[src/rtl/booth_pkg.sv]
package booth_pkg;

    typedef enum logic [1:0] {
        OP_HOLD = 2'd0,
        OP_ADD  = 2'd1,
        OP_SUB  = 2'd2
    } booth_op_e;

endpackage

[src/rtl/booth_recoder.sv]
module booth_recoder
    import booth_pkg::*;
(
    input  logic [1:0] pair,
    output booth_op_e  op
);

    always_comb begin
        case (pair)
            2'b01:   op = OP_ADD;
            2'b10:   op = OP_SUB;
            default: op = OP_HOLD;
        endcase
    end

endmodule

[src/rtl/booth_addsub.sv]
module booth_addsub
    import booth_pkg::*;
#(
    parameter int AW = 9
) (
    input  logic [AW-1:0] acc,
    input  logic [AW-1:0] mcand,
    input  booth_op_e     op,
    output logic [AW-1:0] sum
);

    always_comb begin
        case (op)
            OP_ADD:  sum = acc + mcand;
            OP_SUB:  sum = acc - mcand;
            default: sum = acc;
        endcase
    end

endmodule

[src/rtl/booth_ctrl.sv]
module booth_ctrl #(
    parameter int WIDTH = 8
) (
    input  logic clk,
    input  logic rst_n,
    input  logic start,
    output logic busy,
    output logic done,
    output logic load,
    output logic step
);

    localparam int CW = $clog2(WIDTH) + 1;
    localparam logic [CW-1:0] LAST = CW'(WIDTH - 1);

    typedef struct packed {
        logic          busy;
        logic          done;
        logic [CW-1:0] cnt;
    } ctrl_s;

    ctrl_s ctrl_d, ctrl_q;

    assign load = start && !ctrl_q.busy;
    assign step = ctrl_q.busy;
    assign busy = ctrl_q.busy;
    assign done = ctrl_q.done;

    always_comb begin
        ctrl_d      = ctrl_q;
        ctrl_d.done = 1'b0;
        if (load) begin
            ctrl_d.busy = 1'b1;
            ctrl_d.cnt  = '0;
        end else if (ctrl_q.busy) begin
            if (ctrl_q.cnt == LAST) begin
                ctrl_d.busy = 1'b0;
                ctrl_d.done = 1'b1;
            end else begin
                ctrl_d.cnt = ctrl_q.cnt + 1'b1;
            end
        end
    end

    always_ff @(posedge clk or negedge rst_n) begin
        if (!rst_n) ctrl_q <= '0;
        else        ctrl_q <= ctrl_d;
    end

    assert_done_pulse_R5: assert property (@(posedge clk) disable iff (!rst_n)
        ctrl_q.done |=> !ctrl_q.done);

    assert_done_not_busy_R5: assert property (@(posedge clk) disable iff (!rst_n)
        ctrl_q.done |-> !ctrl_q.busy);

    assert_finish_on_last_R4: assert property (@(posedge clk) disable iff (!rst_n)
        (ctrl_q.busy && ctrl_q.cnt == LAST) |=> (ctrl_q.done && !ctrl_q.busy));

    assert_accept_R2: assert property (@(posedge clk) disable iff (!rst_n)
        (start && !ctrl_q.busy) |=> ctrl_q.busy);

endmodule

[src/rtl/booth_seq_mult.sv]
module booth_seq_mult
    import booth_pkg::*;
#(
    parameter int WIDTH = 8
) (
    input  logic             clk,
    input  logic             rst_n,
    input  logic             start,
    input  logic [WIDTH-1:0] mcand_in,
    input  logic [WIDTH-1:0] mplier_in,
    output logic             busy,
    output logic             done,
    output logic [WIDTH-1:0] prod_hi,
    output logic [WIDTH-1:0] prod_lo
);

    localparam int AW = WIDTH + 1;

    typedef struct packed {
        logic [AW-1:0]    acc;
        logic [WIDTH-1:0] mlo;
        logic             xbit;
        logic [AW-1:0]    mcand;
    } dp_s;

    dp_s dp_d, dp_q;

    logic          load, step;
    booth_op_e     op;
    logic [AW-1:0] sum;

    booth_ctrl #(.WIDTH(WIDTH)) u_ctrl (
        .clk   (clk),
        .rst_n (rst_n),
        .start (start),
        .busy  (busy),
        .done  (done),
        .load  (load),
        .step  (step)
    );

    booth_recoder u_rec (
        .pair ({dp_q.mlo[0], dp_q.xbit}),
        .op   (op)
    );

    booth_addsub #(.AW(AW)) u_add (
        .acc   (dp_q.acc),
        .mcand (dp_q.mcand),
        .op    (op),
        .sum   (sum)
    );

    always_comb begin
        dp_d = dp_q;
        if (load) begin
            dp_d.acc   = '0;
            dp_d.mlo   = mplier_in;
            dp_d.xbit  = 1'b0;
            dp_d.mcand = {mcand_in[WIDTH-1], mcand_in};
        end else if (step) begin
            dp_d.acc  = {sum[AW-1], sum[AW-1:1]};
            dp_d.mlo  = {sum[0], dp_q.mlo[WIDTH-1:1]};
            dp_d.xbit = dp_q.mlo[0];
        end
    end

    always_ff @(posedge clk or negedge rst_n) begin
        if (!rst_n) dp_q <= '0;
        else        dp_q <= dp_d;
    end

    assign prod_hi = dp_q.acc[WIDTH-1:0];
    assign prod_lo = dp_q.mlo;

    assert_mcand_held_R6: assert property (@(posedge clk) disable iff (!rst_n)
        busy |=> $stable(dp_q.mcand));

    assert_result_held_R9: assert property (@(posedge clk) disable iff (!rst_n)
        (!busy && !start) |=> $stable({prod_hi, prod_lo}));

    assert_guard_sign_R7: assert property (@(posedge clk) disable iff (!rst_n)
        done |-> (dp_q.acc[WIDTH] == dp_q.acc[WIDTH-1]));

endmodule

[config.mk]
export PLATFORM = sky130hd
export DESIGN_NAME = booth_seq_mult
export DESIGN_NICKNAME = d
export VERILOG_FILES = /design/src/rtl/booth_pkg.sv /design/src/rtl/booth_recoder.sv /design/src/rtl/booth_addsub.sv /design/src/rtl/booth_ctrl.sv /design/src/rtl/booth_seq_mult.sv
export SDC_FILE = /design/constraint.sdc
export NUM_CORES = 1
export LEC_CHECK = 0
export ABC_AREA = 1
export BUFFER_PORTS_ARGS = -buffer_cell sky130_fd_sc_hd__clkbuf_2
export CELL_PAD_IN_SITES_DETAIL_PLACEMENT = 0
export CELL_PAD_IN_SITES_GLOBAL_PLACEMENT = 1
export CORE_ASPECT_RATIO = 1.75
export CORE_MARGIN = 3
export CORE_UTILIZATION = 25
export DETAILED_ROUTE_END_ITERATION = 8
export MAX_ROUTING_LAYER = met4
export PLACE_DENSITY_LB_ADDON = 0.1
export SLEW_MARGIN = 25
export SYNTH_ARGS = -nofsm -noshare
export SYNTH_HDL_FRONTEND = slang
export SYNTH_SLANG_ARGS = --single-unit
[constraint.sdc]
create_clock -name clk -period 2.5 [get_ports clk]
set_input_delay 0.25 -clock clk [delete_from_list [all_inputs] [get_ports clk]]
set_output_delay 0.25 -clock clk [all_outputs]
set_load 0.01 [all_outputs]
==> results.cfg <==
[detailed_routing]
vias = 1678
drt_iter0_markers = 50
drcViolationCount = 0
routed_via_density = 4.46
first_pass_iters = 4
totalWireLength_microns = 5330
drt-wirelength-per-cell_microns = 14.2
antenna_left = 0

[worst_setup_path]
crit_start = dp_q[0]$_DFFE_PN0P_
cpPeakStageDelay_ns = 0.40
crit_type = reg2reg
r2r-start = dp_q[0]$_DFFE_PN0P_
worstSetupEndpoint = prod_hi[6]$_DFFE_PN0P_
path_buf_inv = 2
slowest_stage = dfrtp_1
cp_cell_sequence = inv_2 -> ha_2 -> nand2_4 -> nor2_4 -> nor2_2 -> a21oi_2 -> xor2_1 -> inv_1 -> ha_4 -> nand2_1 -> o21a_1 -> nand3_1 -> nand3_1 -> nand2_1 -> o21ai_2
rr_endpoint = prod_hi[6]$_DFFE_PN0P_
r2r_cells = 15
crit_path_max_fanout = 5
worstPathArrival_ns = 2.44
cp.depth = 15
rrSetupSlack_ns = 0.22
critPathLaunchType = register
worstPathRequired_ns = 2.66
endpoint_kind = register
cp_top_family = simple AND/OR/NAND/NOR gates

[layout]
drive_above_1_share_pct = 26.6
ff_latch_area_sq_um = 776
multi_input_area_sq_um = 1010
diodes = 0
fin_area_sq_um = 2380
final_nets = 316
n_fill_cell = 881
area_growth_pct = 14.9

[sta]
slew_headroom_pct = 43.4
finalHoldViolations = 0
setup_slack_ns = 0.220
rsz0062_at_grt = true
tightest_slew_ns = 0.850
period_needed_ns = 2.28
skew_ns = 0.00431
fmax_mhz = 439
timing.hold.ws_ns = 0.0759
drv_slew = 0
finalSetupViolations = 0
min_period_over_period_pct = 91.2

[logic_synthesis]
synthesis.nets = 292
yosysTopAreaCell = dfrtp_1
synth_common_cells = 63 x nand2_1, 32 x inv_1, 31 x dfrtp_1, 17 x buf_4, 16 x o21ai_0
yosysMostFrequentCell = nand2_1
synth_cells = 261
synth_ff_type = dfrtp_1
syn_area_per_cell_sq_um = 7.95
ys_seq_area_share_pct = 37.4
ys_ff_latch = 31
synthArstFlopShare_pct = 100
synth_cell_types = 34
syn_area_sq_um = 2070
synth_edf_count = 0
yosysTopAreaCellShare_pct = 37.4
synth_warnings = 0
yosys-top-cells-area = dfrtp_1 37%, nand2_1 11%, ha_1 6.6%

[cts]
cts_sinks = 31
tritoncts = yes
htree_levels = 2
postCtsSetupRepairBufs = 0
cts_buffers = 5
worstSkewPairLatency_ns = 0.28
cts_buffer_depth = 2
clockRootBuffer = clkbuf_16
clk_pin_slew_ns = 0.06

[outcome]
status = complete, no violations

[grt]
antenna_found_initial = 0
grt_use_total_pct = 13.0
grt_max_degree = 32
first_global_vias = 1776
overflow = 0
grt_pass1_wl_microns = 8780

[floorplanning]
die_w_microns = 74.9
io_pins = 37
core.rowCount = 43
coreArea_sq_um = 8020
fp.dieArea_sq_um = 9470
start_util_pct = 25.9
die_height_microns = 127

[placed_design]
dpl-instance-area_sq_um = 2220
dp_slack_ns = -0.00103
dp_hpwl_microns = 4040
portBuffers = 36
gp_congestion = 0.730

[run]
drv_cap = 0

[hold_path]
min_path_type = in2async
==> cell families after synthesis <==
group | synth area share, %
xor+xnor | 2.96
compound gates | 14.9
flops | 37.4
buf+inv | 15.3
fa+ha+maj | 7.60
simple gates | 21.9
==> sequential cells by signal, summed over array words and instances, names as in the netlist <==
signal,flops
u_ctrl.done,1
dp_q,9
prod_hi,8
prod_lo,8
u_ctrl.ctrl_q,4
u_ctrl.busy,1
==> how the worst min path moves through the flow <==
stage	start	to	slack, ns	cells after the start
5_1_grt	rst_n	u_ctrl.ctrl_q[1]$_DFFE_PN0P_	0.15	1
3_3_place_gp	rst_n	u_ctrl.ctrl_q[3]$_DFFE_PN0P_	0.42	1
2_1_floorplan	rst_n	dp_q[0]$_DFFE_PN0P_	-0.05	0
6_report	rst_n	u_ctrl.ctrl_q[1]$_DFFE_PN0P_	0.08	1
3_5_place_dp	rst_n	u_ctrl.ctrl_q[1]$_DFFE_PN0P_	0.42	1
4_1_cts	rst_n	prod_hi[7]$_DFFE_PN0P_	0.12	1
==> layer usage <==
layer  routed length, microns  GRT usage, %  up-vias
met5                        0             -        -
met1                     2250          14.6      772
li1                         -             -      871
met3                      127          2.62        7
met4                       89          4.40        0
met2                     2860          22.2       28
==> cells in the final DEF, fill, tap and decap left out, types with 8 or more instances in the layout <==
master and instances:
nand2_1 63, o21ai_0 15, ha_1 8, nor2_1 10
nand3_1 13, inv_1 30, clkbuf_2 36, a21oi_1 11
dfrtp_1 31
==> layout make-up <==
type	instances	area share, %
Clock buffer	7	5.56
Clock inverter	1	0.210
Inverter	39	6.56
Multi-Input combinational cell	170	42.2
Sequential cell	31	32.5
Tap cell	90	4.72
Timing Repair Buffer	38	8.19
==> metrics by stage <==
| step | util (%) | setup TNS, ns | std cells |
|---|---|---|---|
| finish | 29.7 | 0 | 376 |
| global route | 29.7 | -0.0138 | 376 |
| CTS | 29.5 | 0 | 376 |
| detailed placement | 27.7 | -0.00103 | 368 |
| global placement | 27.7 | -0.0392 | 368 |
| floorplan | - | 0 | 261 |
==> timing repair <==
action,in CTS,in global routing
setup endpoints to repair,1,4
hold buffers,0,0
gates resized for setup,1,7
Power is not shown: default switching activity piles up to over one toggle a cycle in this logic, so the estimate is an artifact.
